$ cat src/rtl/i2c_reg_pkg.sv
package i2c_reg_pkg;
  typedef enum logic [2:0] {
    ST_IDLE,
    ST_RX,
    ST_ACK,
    ST_TX,
    ST_MACK,
    ST_SKIP
  } tgt_state_t;

  typedef enum logic [1:0] {
    BY_ADDR,
    BY_PTR,
    BY_DATA
  } byte_kind_t;
endpackage

$ cat src/rtl/i2c_line_filter.sv
// Two-flop synchronizer followed by a persistence filter: the output
// follows the input only after FILT_LEN consecutive differing samples.
module i2c_line_filter #(
  parameter int FILT_LEN = 4
) (
  input  logic clk,
  input  logic rst_n,
  input  logic line_i,
  output logic line_o
);
  localparam int CW = $clog2(FILT_LEN + 1);

  logic [1:0]    sync_q;
  logic [CW-1:0] cnt_q;

  always_ff @(posedge clk or negedge rst_n) begin
    if (!rst_n) begin
      sync_q <= 2'b11;
      cnt_q  <= '0;
      line_o <= 1'b1;
    end else begin
      sync_q <= {sync_q[0], line_i};
      if (sync_q[1] == line_o) begin
        cnt_q <= '0;
      end else if (cnt_q == CW'(FILT_LEN - 1)) begin
        line_o <= sync_q[1];
        cnt_q  <= '0;
      end else begin
        cnt_q <= cnt_q + CW'(1);
      end
    end
  end
endmodule

$ cat src/rtl/i2c_bus_events.sv
// Edge and bus-condition detector on the filtered lines.
module i2c_bus_events (
  input  logic clk,
  input  logic rst_n,
  input  logic scl_f,
  input  logic sda_f,
  output logic scl_rise,
  output logic scl_fall,
  output logic start_evt,
  output logic stop_evt
);
  logic scl_q, sda_q, start_in_high_q;
  logic stop_raw;

  always_ff @(posedge clk or negedge rst_n) begin
    if (!rst_n) begin
      scl_q           <= 1'b1;
      sda_q           <= 1'b1;
      start_in_high_q <= 1'b0;
    end else begin
      scl_q <= scl_f;
      sda_q <= sda_f;
      if (scl_fall)       start_in_high_q <= 1'b0;
      else if (start_evt) start_in_high_q <= 1'b1;
    end
  end

  assign scl_rise  = scl_f & ~scl_q;
  assign scl_fall  = ~scl_f & scl_q;
  assign start_evt = scl_f & scl_q & sda_q & ~sda_f;
  assign stop_raw  = scl_f & scl_q & ~sda_q & sda_f;
  // a STOP inside the same high phase as a START does not count
  assign stop_evt  = stop_raw & ~start_in_high_q;
endmodule

$ cat src/rtl/i2c_reg_bank.sv
module i2c_reg_bank #(
  parameter int NUM_REGS = 10,
  parameter int DW       = 8,
  parameter int AW       = 8
) (
  input  logic                   clk,
  input  logic                   rst_n,
  input  logic                   wr_en,
  input  logic [AW-1:0]          wr_addr,
  input  logic [DW-1:0]          wr_data,
  input  logic [AW-1:0]          rd_addr,
  output logic [DW-1:0]          rd_data,
  output logic [NUM_REGS*DW-1:0] regs_o
);
  logic [DW-1:0] mem [NUM_REGS];

  for (genvar gi = 0; gi < NUM_REGS; gi++) begin : g_reg
    always_ff @(posedge clk or negedge rst_n) begin
      if (!rst_n)                             mem[gi] <= '0;
      else if (wr_en && wr_addr == AW'(gi))   mem[gi] <= wr_data;
    end
    assign regs_o[gi*DW +: DW] = mem[gi];
  end

  always_comb begin
    rd_data = '0;
    for (int i = 0; i < NUM_REGS; i++) begin
      if (rd_addr == AW'(i)) rd_data = mem[i];
    end
  end
endmodule

$ cat src/rtl/i2c_target_fsm.sv
// Byte-level protocol engine: address match, pointer load, data in/out.
module i2c_target_fsm
  import i2c_reg_pkg::*;
#(
  parameter logic [6:0] DEV_ADDR = 7'b1001101,
  parameter int         NUM_REGS = 10,
  parameter int         AW       = 8
) (
  input  logic          clk,
  input  logic          rst_n,
  input  logic          sda_f,
  input  logic          scl_rise,
  input  logic          scl_fall,
  input  logic          start_evt,
  input  logic          stop_evt,
  input  logic [7:0]    rd_data,
  output logic [AW-1:0] ptr_o,
  output logic          wr_en,
  output logic [AW-1:0] wr_addr,
  output logic [7:0]    wr_data,
  output logic          sda_oe,
  output logic          skip_o
);
  tgt_state_t    state_q;
  byte_kind_t    kind_q;
  logic [3:0]    bitcnt_q;
  logic [7:0]    shreg_q;
  logic [7:0]    txreg_q;
  logic          rw_q;
  logic          mack_q;
  logic [AW-1:0] ptr_q;

  always_ff @(posedge clk or negedge rst_n) begin
    if (!rst_n) begin
      state_q  <= ST_IDLE;
      kind_q   <= BY_ADDR;
      bitcnt_q <= '0;
      shreg_q  <= '0;
      txreg_q  <= '0;
      rw_q     <= 1'b0;
      mack_q   <= 1'b1;
      ptr_q    <= '0;
      wr_en    <= 1'b0;
      wr_addr  <= '0;
      wr_data  <= '0;
    end else begin
      wr_en <= 1'b0;
      if (start_evt) begin
        state_q  <= ST_RX;
        kind_q   <= BY_ADDR;
        bitcnt_q <= '0;
        rw_q     <= 1'b0;
      end else if (stop_evt) begin
        state_q <= ST_IDLE;
      end else begin
        unique case (state_q)
          ST_RX: begin
            if (scl_rise && bitcnt_q != 4'd8) begin
              shreg_q  <= {shreg_q[6:0], sda_f};
              bitcnt_q <= bitcnt_q + 4'd1;
            end else if (scl_fall && bitcnt_q == 4'd8) begin
              bitcnt_q <= '0;
              unique case (kind_q)
                BY_ADDR: begin
                  if (shreg_q[7:1] == DEV_ADDR) begin
                    rw_q    <= shreg_q[0];
                    kind_q  <= BY_PTR;
                    state_q <= ST_ACK;
                  end else begin
                    state_q <= ST_SKIP;
                  end
                end
                BY_PTR: begin
                  ptr_q   <= AW'(shreg_q);
                  kind_q  <= BY_DATA;
                  state_q <= ST_ACK;
                end
                default: begin
                  if (ptr_q < AW'(NUM_REGS)) begin
                    wr_en   <= 1'b1;
                    wr_addr <= ptr_q;
                    wr_data <= shreg_q;
                  end
                  ptr_q   <= ptr_q + AW'(1);
                  state_q <= ST_ACK;
                end
              endcase
            end
          end
          ST_ACK: begin
            if (scl_fall) begin
              if (rw_q) begin
                txreg_q  <= rd_data;
                ptr_q    <= ptr_q + AW'(1);
                bitcnt_q <= '0;
                state_q  <= ST_TX;
              end else begin
                state_q <= ST_RX;
              end
            end
          end
          ST_TX: begin
            if (scl_fall) begin
              if (bitcnt_q == 4'd7) begin
                state_q <= ST_MACK;
              end else begin
                txreg_q  <= {txreg_q[6:0], 1'b0};
                bitcnt_q <= bitcnt_q + 4'd1;
              end
            end
          end
          ST_MACK: begin
            if (scl_rise) begin
              mack_q <= sda_f;
            end else if (scl_fall) begin
              if (!mack_q) begin
                txreg_q  <= rd_data;
                ptr_q    <= ptr_q + AW'(1);
                bitcnt_q <= '0;
                state_q  <= ST_TX;
              end else begin
                state_q <= ST_SKIP;
              end
            end
          end
          default: ;
        endcase
      end
    end
  end

  assign sda_oe = (state_q == ST_ACK) || (state_q == ST_TX && !txreg_q[7]);
  assign skip_o = (state_q == ST_SKIP);
  assign ptr_o  = ptr_q;
endmodule

$ cat src/rtl/i2c_reg_target.sv
module i2c_reg_target #(
  parameter logic [6:0] DEV_ADDR = 7'b1001101,
  parameter int         NUM_REGS = 10,
  parameter int         FILT_LEN = 4,
  parameter int         AW       = 8
) (
  input  logic                  clk,
  input  logic                  rst_n,
  input  logic                  scl_i,
  input  logic                  sda_i,
  output logic                  sda_oe,
  output logic [NUM_REGS*8-1:0] regs_o
);
  localparam int NLINES = 2;

  logic [NLINES-1:0] raw_lines, filt_lines;
  logic scl_f, sda_f;
  logic scl_rise, scl_fall, start_evt, stop_evt;
  logic [AW-1:0] ptr, wr_addr;
  logic [7:0] wr_data, rd_data;
  logic wr_en, fsm_skip;

  assign raw_lines = {sda_i, scl_i};

  for (genvar gl = 0; gl < NLINES; gl++) begin : g_filt
    i2c_line_filter #(.FILT_LEN(FILT_LEN)) u_filt (
      .clk(clk), .rst_n(rst_n), .line_i(raw_lines[gl]), .line_o(filt_lines[gl])
    );
  end

  assign scl_f = filt_lines[0];
  assign sda_f = filt_lines[1];

  i2c_bus_events u_events (
    .clk(clk), .rst_n(rst_n), .scl_f(scl_f), .sda_f(sda_f),
    .scl_rise(scl_rise), .scl_fall(scl_fall),
    .start_evt(start_evt), .stop_evt(stop_evt)
  );

  i2c_target_fsm #(.DEV_ADDR(DEV_ADDR), .NUM_REGS(NUM_REGS), .AW(AW)) u_fsm (
    .clk(clk), .rst_n(rst_n), .sda_f(sda_f),
    .scl_rise(scl_rise), .scl_fall(scl_fall),
    .start_evt(start_evt), .stop_evt(stop_evt),
    .rd_data(rd_data), .ptr_o(ptr),
    .wr_en(wr_en), .wr_addr(wr_addr), .wr_data(wr_data),
    .sda_oe(sda_oe), .skip_o(fsm_skip)
  );

  i2c_reg_bank #(.NUM_REGS(NUM_REGS), .DW(8), .AW(AW)) u_bank (
    .clk(clk), .rst_n(rst_n),
    .wr_en(wr_en), .wr_addr(wr_addr), .wr_data(wr_data),
    .rd_addr(ptr), .rd_data(rd_data), .regs_o(regs_o)
  );
endmodule

$ cat config.mk
export PLATFORM = sky130hd
export DESIGN_NAME = i2c_reg_target
export DESIGN_NICKNAME = d
export VERILOG_FILES = /design/src/rtl/i2c_reg_pkg.sv /design/src/rtl/i2c_line_filter.sv /design/src/rtl/i2c_bus_events.sv /design/src/rtl/i2c_reg_bank.sv /design/src/rtl/i2c_target_fsm.sv /design/src/rtl/i2c_reg_target.sv
export SDC_FILE = /design/constraint.sdc
export NUM_CORES = 1
export LEC_CHECK = 0
export BUFFER_PORTS_ARGS = -buffer_cell sky130_fd_sc_hd__clkbuf_2
export CAP_MARGIN = 20
export CORE_MARGIN = 2
export CORE_UTILIZATION = 53
export DETAILED_ROUTE_END_ITERATION = 7
export GPL_TIMING_DRIVEN = 0
export PLACE_DENSITY = 0.8
export SYNTH_ARGS = -nofsm -noshare
export SYNTH_HDL_FRONTEND = slang
export SYNTH_SLANG_ARGS = --single-unit
export TNS_END_PERCENT = 30
$ cat constraint.sdc
create_clock -name clk -period 2 [get_ports clk]
set_input_delay 0.1 -clock clk [delete_from_list [all_inputs] [get_ports clk]]
set_output_delay 0.1 -clock clk [all_outputs]
set_load 0.005 [all_outputs]
==> run_results.csv <==
group,metric,value,unit
place,post-dp-hpwl,13400,um
critical_path,end_kind,"register",
logic_synthesis,synth-edff-count,0,
clock_tree,tritoncts,"yes",
critical_path,worstPathCellList,"or4_4 -> or3_4 -> buf_6 -> nor2_4 -> buf_12 -> mux2_4",
logic_synthesis,ys_seq_area_share,50.2,%
logic_synthesis,synth_fp_nets,706,
logic_synthesis,syn_inst,694,
logic_synthesis,syn-cell-area,7350,um2
critical_path,critPathMaxFanout,8,
routing,wl_per_cell,22.0,um
global_routing,grt.total_usage,29.4,%
clock_tree,cts-root-buf,"clkbuf_16",
timing,maxSlewViolCount,0,
critical_path,cp_top_family,"simple AND/OR/NAND/NOR gates",
critical_path,crit_path_max_incr_delay,0.56,ns
timing,period_share,110,%
timing,setup_slack,-0.206,ns
critical_path,start_kind,"register",
routing,drc,0,
logic_synthesis,ys_ff_latch,147,
critical_path,cp_num_buf_inv,2,
global_routing,grt_pass1_wl,32900,um
logic_synthesis,synth_commonest_cells,"138 x dfrtp_1, 93 x mux2_2, 55 x a21oi_1, 55 x nand2_1, 34 x o21ai_0",
floorplanning,boundaryPins,85,
final_layout,fill_cells,886,
routing,drtAntennaViolNets,0,
place,port_buffers,84,
critical_path,slowest_stage,"or4_4",
outcome,status,"finished, violations left",
place,place_congestion,0.963,
floorplanning,die-area,14800,um2
power,irDropWorstVdd,0.633,mV
logic_synthesis,synth-async-reset-ratio,100,%
clock_tree,h-tree-depth,4,
clock_tree,cts_buffer_depth,2,
routing,avgViaCountPerCell,6.40,
critical_path,required,2.32,ns
final_layout,syn_to_final_growth,32.4,%
routing,vias,6516,
routing,drt_wl_total,22400,um
floorplanning,core_region_area,13700,um2
power,p_total,11.9,mW
timing,finalSetupViolations,82,
final_layout,antenna_cells,0,
floorplanning,start_util,53.6,%
global_routing,grt_pass1_vias,6018,
critical_path,rr_worst_depth,6,
routing,detail_route.first_pass.iterations,5,
timing,fin_skew,0.00847,ns
critical_path,rrSetupSlack,-0.21,ns
clock_tree,clk_pin_slew,0.06,ns
critical_path,criticalPathCategory,"register to register",
place,dp_slack,-0.674,ns
global_routing,grt_start_max_net_pins,91,
global_routing,antenna_found_initial,0,
floorplanning,dieWidth,122,um
critical_path,rr_startpoint,"u_fsm.wr_addr[5]$_DFFE_PN0P_",
floorplanning,core.rowCount,43,
timing,min_period,2.21,ns
critical_path,reg2reg_to,"u_bank.regs_o[28]$_DFFE_PN0P_",
power,p_leak,4.38,nW
logic_synthesis,syn_avg_cell_area,10.6,um2
floorplanning,fp.dieH,122,um
final_layout,drive_gt1_share,45.6,%
global_routing,overflow,0,
outcome,violations,"negative setup slack",
final_layout,nets,837,
logic_synthesis,synth_area_leaders,"dfrtp_1 47%, mux2_2 14%, a21oi_1 3.7%",
timing,hold_viol,0,
critical_path,worstSetupStartpoint,"u_fsm.wr_addr[5]$_DFFE_PN0P_",
logic_synthesis,ys_types,63,
logic_synthesis,yosysMostFrequentCell,"dfrtp_1",
routing,drtIter0Drc,674,
critical_path,arrival,2.52,ns
hold_path,worstHoldPathType,"input pin to async pin",
logic_synthesis,synth_warnings,0,
clock_tree,clk_latency,0.43,ns
final_layout,fin_cells,1018,
run,max_cap_viol_count,0,
logic_synthesis,synth_top_flop_cell,"dfrtp_1",
timing,rsz0062_at_grt,"yes",
logic_synthesis,yosysTopAreaCellShare,47.0,%
timing,max_slew_margin,45.4,%
power,p_per_area,1220,nW/um2
timing,worstMarginPinSlew,0.819,ns
clock_tree,numCtsBuffers,17,
clock_tree,cts_sinks,147,
place,placedCellCount,959,
logic_synthesis,yosysTopAreaCell,"dfrtp_1",
timing,timing.fmax,453,MHz
==> worst max path at each step <==
stage	to	slack (ns)	cells after the start
after global placement	u_bank.regs_o[77]$_DFFE_PN0P_	-1.60	1
after global routing	u_fsm.state_q[0]$_DFFE_PN0P_	-0.27	7
after detailed placement	u_fsm.txreg_q[7]$_DFFE_PN0P_	-0.67	8
after CTS	u_bank.regs_o[7]$_DFFE_PN0P_	-0.16	5
after floorplan	u_fsm.txreg_q[0]$_DFFE_PN0P_	-0.009	9
final	u_bank.regs_o[28]$_DFFE_PN0P_	-0.21	6
==> cell usage in the layout (no fill, tap or decap), types with 5 or more instances in the layout <==
cell type,n
nor2b_1,9
nand3b_1,12
a211oi_4,6
buf_4,20
buf_6,12
o22ai_1,11
nand2_2,8
dfstp_2,9
and3_1,5
clkbuf_16,18
a21oi_1,48
nand3_1,22
inv_1,23
dfrtp_1,134
o211ai_1,5
o221ai_2,5
nor3_1,7
o21ai_0,25
mux2_2,67
nor3b_1,6
clkbuf_2,87
buf_2,7
clkbuf_1,13
a21oi_2,6
nand2b_1,9
nand2_1,44
and2_1,7
clkbuf_4,5
o21ai_2,5
mux2_4,26
nor2_1,26
nor2_4,9
==> stage by stage <==
| step | area (um2) | util [%] | hold slack (ns) | TNS (ns) |
|---|---|---|---|---|
| floorplan | 7370 | - | -0.196 | -0.00913 |
| global placement | 8010 | 58.4 | 0.187 | -240.63 |
| detailed placement | 8050 | 58.7 | 0.100 | -16.17 |
| CTS | 9280 | 67.7 | 0.216 | -6.04 |
| global route | 9730 | 70.9 | 0.231 | -14.92 |
| finish | 9730 | 70.9 | 0.188 | -9.24 |
==> sequential cells by signal, indices dropped and copies added, names as in the netlist <==
name and cells:
g_filt.u_filt.cnt_q 6, g_filt.u_filt.line_o 2, g_filt.u_filt.sync_q 4, u_bank.regs_o 80, u_events.scl_q 1, u_events.sda_q 1, u_events.start_in_high_q 1, u_fsm.bitcnt_q 4
u_fsm.kind_q 2, u_fsm.mack_q 1, u_fsm.ptr_o 8, u_fsm.rw_q 1, u_fsm.shreg_q 8, u_fsm.state_q 3, u_fsm.txreg_q 8, u_fsm.wr_addr 8
u_fsm.wr_data 8, u_fsm.wr_en 1
==> kinds of logic (layout without fill, tap and decap cells) <==
family          Yosys count  in the layout  synth area share [%]
xor+xnor                  2              2                 0.238
compound gates          169            169                  14.6
simple gates            201            201                  15.0
mux                      95             95                  14.5
buf+inv                  72            216                  4.05
flops                   147            147                  50.2
fa+ha+maj                 8              8                  1.36
==> worst register-to-register path: cells and delay by family, from the launching register on <==
family,cells,cell delay (ns)
and+or+nand+nor,3,1.08
DFF,1,0.39
muxes,1,0.31
buffers and inverters,2,0.31
==> routing by layer <==
metal  up-vias  routed length [um]  global-route usage (%)
met4         0                1370                    18.1
met1      3190                8750                    37.3
met2       424               10500                    46.3
met5         -                   0                       0
li1       2775                   -                       -
met3       127                1780                    5.85
==> report_power, final <==
part	total, mW	internal, mW	leakage [nW]	switching, mW
clock	3.02	1.74	0.267	1.28
combinational	5.32	2.17	2.12	3.14
sequential	3.52	3.29	1.99	0.239
==> final cells by class <==
type                       count  area, um2  area share [%]
inverter                      26       97.6            1.00
multi-input combinational    475       4060            41.7
clock buffer                  20        447            4.59
timing repair buffer         119        817            8.40
tap                          180        225            2.31
buffer                        39        282            2.89
clock inverter                12        108            1.11
sequential                   147       3690            38.0
==> timing repair <==
item | in CTS | in global routing
gates resized for setup | 130 | 83
setup buffers | 12 | 17
hold buffers | 3 | 0
hold endpoints to repair | 59 | 0
gates cloned | 0 | 2
pin swaps | 29 | 24
endpoints found under the setup margin | 111 | 108
Note: power is estimated with default switching activity, not from simulation.
